--- config.mk ---
export PLATFORM = sky130hd
export DESIGN_NAME = mc_status_led
export DESIGN_NICKNAME = d
export VERILOG_FILES = /design/src/rtl/mcled_pkg.sv /design/src/rtl/mcled_ms_tick.sv /design/src/rtl/mcled_flash.sv /design/src/rtl/mc_status_led.sv
export SDC_FILE = /design/constraint.sdc
export NUM_CORES = 1
export LEC_CHECK = 0
export BUFFER_PORTS_ARGS = -buffer_cell sky130_fd_sc_hd__buf_2
export CAP_MARGIN = 10
export CORE_AREA = 2 2 77 79
export DETAILED_ROUTE_END_ITERATION = 8
export DIE_AREA = 0 0 79 81
export PLACE_DENSITY = 0.77
export SKIP_CTS_REPAIR_TIMING = 1
export SLEW_MARGIN = 10
export SYNTH_ARGS = -nofsm -noshare
export SYNTH_HDL_FRONTEND = slang
export SYNTH_SLANG_ARGS = --single-unit
--- constraint.sdc ---
create_clock -name clk -period 3.9 [get_ports clk]
set_input_delay 0.975 -clock clk [delete_from_list [all_inputs] [get_ports clk]]
set_output_delay 0.975 -clock clk [all_outputs]
set_load 0.02 [all_outputs]
--- src/rtl/mcled_pkg.sv ---
package mcled_pkg;
  // Slots of the flash engine array
  localparam int unsigned N_FLASH     = 5;
  localparam int unsigned IX_TP_LINK  = 0;
  localparam int unsigned IX_TP_DPX   = 1;
  localparam int unsigned IX_FX_LINK  = 2;
  localparam int unsigned IX_FX_DPX   = 3;
  localparam int unsigned IX_FEF      = 4;
endpackage

--- src/rtl/mcled_ms_tick.sv ---
module mcled_ms_tick #(
  parameter int unsigned DIV = 25000
) (
  input  logic clk,
  input  logic rst_n,
  output logic tick
);
  localparam int unsigned W = (DIV > 1) ? $clog2(DIV) : 1;
  localparam logic [W-1:0] LAST = W'(DIV - 1);

  logic [W-1:0] cnt_q, cnt_d;
  logic         wrap;

  assign wrap = (cnt_q == LAST);

  always_comb begin
    cnt_d = cnt_q;
    if (wrap) cnt_d = '0;
    else      cnt_d = cnt_q + 1'b1;
  end

  always_ff @(posedge clk or negedge rst_n) begin
    if (!rst_n) cnt_q <= '0;
    else        cnt_q <= cnt_d;
  end

  assign tick = wrap;
endmodule

--- src/rtl/mcled_flash.sv ---
module mcled_flash #(
  parameter int unsigned PERIOD_MS = 100,
  parameter int unsigned ON_MS     = 20
) (
  input  logic clk,
  input  logic rst_n,
  input  logic tick,
  input  logic cond,
  input  logic trig,
  input  logic steady,
  output logic lit
);
  localparam int unsigned CW = (PERIOD_MS > 1) ? $clog2(PERIOD_MS) : 1;
  localparam logic [CW-1:0] LAST_C = CW'(PERIOD_MS - 1);

  logic          active_q, active_d;
  logic          pend_q, pend_d;
  logic [CW-1:0] cnt_q, cnt_d;
  logic          at_end;

  assign at_end = (cnt_q == LAST_C);

  always_comb begin
    active_d = active_q;
    pend_d   = pend_q;
    cnt_d    = cnt_q;
    if (!cond) begin
      active_d = 1'b0;
      pend_d   = 1'b0;
      cnt_d    = '0;
    end else begin
      pend_d = pend_q | trig;
      if (tick) begin
        if (active_q && !at_end) begin
          cnt_d = cnt_q + 1'b1;
        end else if (pend_d) begin
          active_d = 1'b1;
          pend_d   = 1'b0;
          cnt_d    = '0;
        end else begin
          active_d = 1'b0;
          cnt_d    = '0;
        end
      end
    end
  end

  always_ff @(posedge clk or negedge rst_n) begin
    if (!rst_n) begin
      active_q <= 1'b0;
      pend_q   <= 1'b0;
      cnt_q    <= '0;
    end else begin
      active_q <= active_d;
      pend_q   <= pend_d;
      cnt_q    <= cnt_d;
    end
  end

  // Flash phase overrides the steady level only while the condition holds
  assign lit = (cond && active_q) ? (32'(cnt_q) < ON_MS) : steady;
endmodule

--- src/rtl/mc_status_led.sv ---
module mc_status_led #(
  parameter int unsigned DIV       = 25000,
  parameter int unsigned PERIOD_MS = 100,
  parameter int unsigned ON_MS     = 20,
  parameter int unsigned FEF_ON_MS = 80
) (
  input  logic clk,
  input  logic rst_n,
  input  logic tp_link_up,
  input  logic tp_act,
  input  logic tp_speed100,
  input  logic tp_full,
  input  logic tp_col,
  input  logic fx_link_up,
  input  logic fx_act,
  input  logic fx_full,
  input  logic fx_col,
  input  logic fx_sig_det,
  input  logic fx_fef_det,
  output logic tp_link_led_n,
  output logic tp_speed_led_n,
  output logic tp_duplex_led_n,
  output logic fx_link_led_n,
  output logic fx_duplex_led_n,
  output logic fx_sd_led_n,
  output logic fx_fef_led_n
);
  import mcled_pkg::*;

  // Reset: asserted asynchronously, released after two clock edges
  logic rs_meta_q, rs_q, rst_core_n;
  always_ff @(posedge clk or negedge rst_n) begin
    if (!rst_n) begin
      rs_meta_q <= 1'b0;
      rs_q      <= 1'b0;
    end else begin
      rs_meta_q <= 1'b1;
      rs_q      <= rs_meta_q;
    end
  end
  assign rst_core_n = rs_q;

  logic ms_tick;
  mcled_ms_tick #(.DIV(DIV)) u_tick (
    .clk  (clk),
    .rst_n(rst_core_n),
    .tick (ms_tick)
  );

  logic [N_FLASH-1:0] fl_cond, fl_trig, fl_steady, fl_lit;

  always_comb begin
    fl_cond   = '0;
    fl_trig   = '0;
    fl_steady = '0;
    fl_cond[IX_TP_LINK]   = tp_link_up;
    fl_trig[IX_TP_LINK]   = tp_act;
    fl_steady[IX_TP_LINK] = tp_link_up;
    fl_cond[IX_TP_DPX]    = ~tp_full;
    fl_trig[IX_TP_DPX]    = tp_col;
    fl_steady[IX_TP_DPX]  = tp_full;
    fl_cond[IX_FX_LINK]   = fx_link_up;
    fl_trig[IX_FX_LINK]   = fx_act;
    fl_steady[IX_FX_LINK] = fx_link_up;
    fl_cond[IX_FX_DPX]    = ~fx_full;
    fl_trig[IX_FX_DPX]    = fx_col;
    fl_steady[IX_FX_DPX]  = fx_full;
    // Fault pattern: always retriggered, so cycles repeat back to back
    fl_cond[IX_FEF]       = fx_fef_det;
    fl_trig[IX_FEF]       = 1'b1;
    fl_steady[IX_FEF]     = 1'b0;
  end

  for (genvar i = 0; i < N_FLASH; i++) begin : g_fl
    localparam int unsigned ON_I = (i == IX_FEF) ? FEF_ON_MS : ON_MS;
    mcled_flash #(.PERIOD_MS(PERIOD_MS), .ON_MS(ON_I)) u_fl (
      .clk   (clk),
      .rst_n (rst_core_n),
      .tick  (ms_tick),
      .cond  (fl_cond[i]),
      .trig  (fl_trig[i]),
      .steady(fl_steady[i]),
      .lit   (fl_lit[i])
    );
  end

  assign tp_link_led_n   = ~fl_lit[IX_TP_LINK];
  assign tp_duplex_led_n = ~fl_lit[IX_TP_DPX];
  assign fx_link_led_n   = ~fl_lit[IX_FX_LINK];
  assign fx_duplex_led_n = ~fl_lit[IX_FX_DPX];
  assign fx_fef_led_n    = ~fl_lit[IX_FEF];
  assign tp_speed_led_n  = ~tp_speed100;
  assign fx_sd_led_n     = ~fx_sig_det;
endmodule

==> metrics.md <==
| Metric | Value |
|---|---|
| Setup TNS | `0 ns` |
| Critical path launch point type | `input pin` |
| #FFs+latches synth | `61` |
| Critical R2R Launch | `u_tick.cnt_q[0]` |
| Synthesized area | `0.00326 sq mm` |
| First-pass GRT wire length | `11,600 um` |
| Complex-gate fraction of the synthesized area | `0.193` |
| Worst slew margin | `0.565` |
| Synth Flop Type | `dfrtp_1` |
| Reg2reg setup slack | `1.62 ns` |
| Rows | `28` |
| Die Span X | `79 um` |
| Starting Density | `0.574` |
| Worst r2r dst | `g_fl[2].u_fl.cnt_q[4]` |
| Clock tree buffer depth | `2` |
| Critical path class | `input pin to primary output` |
| Hpwl dp | `4650 um` |
| Hold Violations, Final | `0` |
| Placer congestion estimate | `0.823` |
| Clk sinks | `61` |
| Synthesized area per cell | `9.34 sq um` |
| Die height | `81 um` |
| Placed cell count | `431` |
| Seq/Total Area, Yosys | `0.468` |
| # nets final | `386` |
| Hold Path Class | `register to asynchronous set/reset pin` |
| Met1 Usage GRT | `0.287` |
| DRT Pass-1 Iters | `5` |
| Critical Path Fanout Max | `11` |
| Number of port buffers | `19` |
| Worst skew pair latency | `0.34 ns` |
| Max_cap viols | `0` |
| DR WL/cell | `15.3 um` |
| Largest net degree at the start of global routing | `32` |
| Syn_nets | `368` |
| Final Non-Filler Cells | `447` |
| Die ar. | `0.00640 sq mm` |
| Via density | `6.29` |
| Diodes inserted | `0` |
| Met3 usage | `0.0389` |
| Antenna violations before repair | `0` |
| Synth Area in Simple Gates | `0.245` |
| Layout cells sized above 1 | `0.124` |
| Vias in the first global route | `2,675` |
| Core area | `0.00568 sq mm` |
| Worst path max stage delay | `0.19 ns` |
| Max Freq | `406 MHz` |
| Adder-Cell Fraction of Synth Area | `0.0230` |
| Vias | `2,812` |
| Post-Synth XOR/XNOR Area | `0.0242` |
| Crit path DAT | `1.49 ns` |
| Largest family of logic cells by synthesized area | `simple AND/OR/NAND/NOR gates` |
| Slowest stage cell on the critical path | `buf_2` |
| Synthesis Warnings | `0` |
| P per Cell Area | `352 mW/mm^2` |
| IO Count | `20` |
| Gr usage total | `0.230` |
| Final ANT Viol Nets | `0` |
| Total CTS buffers | `9` |
| Final period util | `0.631` |
| Most crowded layer after global routing | `met2` |
| CTS clk-pin slew, worst paths | `0.07 ns` |
| Post-synth ARST share | `1.00` |
| Leak pwr | `0.00155 uW` |
| 1st-iter DRT viols | `103` |
| Total wire length | `6860 um` |
| CTS tree | `done` |
| Slew Limit Fails | `0` |
| Proportion of synthesized area in mux cells | `0.00960` |
| Critical-path cell list | `buf_2 > a31oi_1 > buf_2` |
| Area growth from synthesis to layout | `11.1%` |
| Clk root buf | `clkbuf_8` |
| Unrepaired setup endpoints after global routing | `false` |
| Met2 usage | `0.388` |
| Worst VDD drop | `214 uV` |
| Cell variety after synth | `47` |
| Required @ worst endpoint | `2.92 ns` |
| Worst Skew | `0.00816 ns` |
| R2r worst-path depth | `6` |
| CP dominant cell by count | `buf_2` |
| CP Capture Type | `primary output` |
| Post-route DRC | `0` |
| Post-synth EDFFs | `0` |
| Final setup violation count | `0` |
| Outcome | `complete, no violations` |
| Grt ovf | `0` |
| Post-Synthesis Cells | `349` |
| Slew of the pin with the lowest slew margin | `0.653 ns` |
| Post-route minimum period | `2.46 ns` |
| H-tree Lvls | `3` |
per-stage QoR:
stage / worst slack, ns / area, sq um / util / total power, uW / hold WS (ns)
after detailed placement: 1.45 / 3410 / 0.601 / 694 / 0.323
after CTS: 1.45 / 3620 / 0.638 / 1290 / 0.326
after floorplan: 1.38 / 3260 / - / 675 / 0.331
after global routing: 1.38 / 3620 / 0.638 / 1320 / 0.360
final: 1.44 / 3620 / 0.638 / 1280 / 0.302
after global placement: 1.46 / 3410 / 0.601 / 692 / 0.319
cells in the mapped netlist, types with 2 or more instances:
cell,instances,share of area
and4bb_2,2,0.0077
nand4_1,4,0.0077
dfrtp_1,61,0.47
nor3_1,7,0.011
clkbuf_1,11,0.013
inv_1,13,0.015
xor2_1,7,0.019
and4_1,3,0.0081
o31a_1,4,0.011
and3_1,6,0.012
or3_1,7,0.013
o32ai_1,3,0.0081
or2_2,2,0.0038
o21a_1,6,0.014
a211oi_1,2,0.0046
and2_1,2,0.0038
nor2_1,13,0.015
o41ai_1,5,0.013
nand3b_1,2,0.0046
nor2b_1,4,0.0077
a22oi_1,4,0.0092
nand3_1,37,0.057
nor4b_1,2,0.0054
a21oi_1,22,0.034
nor4_1,3,0.0058
or4_1,4,0.0092
xnor2_1,2,0.0054
buf_2,5,0.0077
o211ai_1,2,0.0046
ha_1,6,0.023
nand4b_1,8,0.021
o31ai_1,9,0.021
o2bb2ai_1,2,0.0054
o22ai_1,5,0.0096
o21ai_0,19,0.029
nand2_1,34,0.039
mux2i_1,2,0.0061
a31oi_1,10,0.019
layout make-up:
cell class,instances,area (sq um)
Timing Repair Buffer,23,125
Tap cell,75,93.8
Multi-Input combinational cell,259,1620
Fill cell,494,2060
Clock buffer,11,131
Clock inverter,5,75.1
Inverter,13,48.8
Sequential cell,61,1530
metal layers:
| layer | vias to the layer above | part of all wire |
|---|---|---|
| met3 | 11 | 0.036 |
| met1 | 1388 | 0.46 |
| li1 | 1351 | - |
| met2 | 62 | 0.49 |
| met5 | - | 0 |
| met4 | 0 | 0.019 |
kinds of logic after synthesis:
| family | after synthesis |
|---|---|
| xor+xnor | 9 |
| fa+ha+maj | 6 |
| mux | 3 |
| simple gates | 143 |
| buf+inv | 29 |
| other cells | 1 |
| flops | 61 |
| compound gates | 97 |
critical path, delay by kind of cell:
kind	cells	cell delay (ns)
AO/OA/AOI/OAI	1	0.15
buffers and inverters	2	0.36
flip-flops by register name (all words and copies together), names as in the netlist:
name                flops
g_fl.u_fl.active_q      5
rs_meta_q               1
g_fl.u_fl.cnt_q        35
g_fl.u_fl.pend_q        4
rs_q                    1
u_tick.cnt_q           15
cells in the final DEF, fill, tap and decap left out, types with 5 or more instances in the layout:
cell type and count:
o22ai_1 5, o21ai_0 19, ha_1 6, clkbuf_8 9, xor2_1 7, and3_1 6, a21oi_1 22, dfrtp_1 60
nand2_1 34, nand4b_1 8, o31ai_1 9, nor2_1 13, nand3_1 37, or3_1 7, nor3_1 7, o41ai_1 5
o21a_1 6, a31oi_1 10, buf_2 19, inv_1 13
power by group:
group / total (uW) / internal [uW] / switching [uW]
clock network: 595 / 357 / 238
logic: 36.9 / 11.2 / 25.7
registers: 644 / 637 / 7.15
worst max path at each step:
stage	to	start	cells past startpoint	slack, ns
finish	tp_duplex_led_n	tp_full	3	1.44
global route	fx_link_led_n	g_fl[2].u_fl.cnt_q[3]	4	1.38
CTS	tp_duplex_led_n	tp_full	3	1.45
detailed placement	tp_duplex_led_n	tp_full	3	1.45
global placement	tp_duplex_led_n	tp_full	3	1.46
floorplan	fx_duplex_led_n	fx_full	2	1.38
Power figures use the tool's default switching activity.
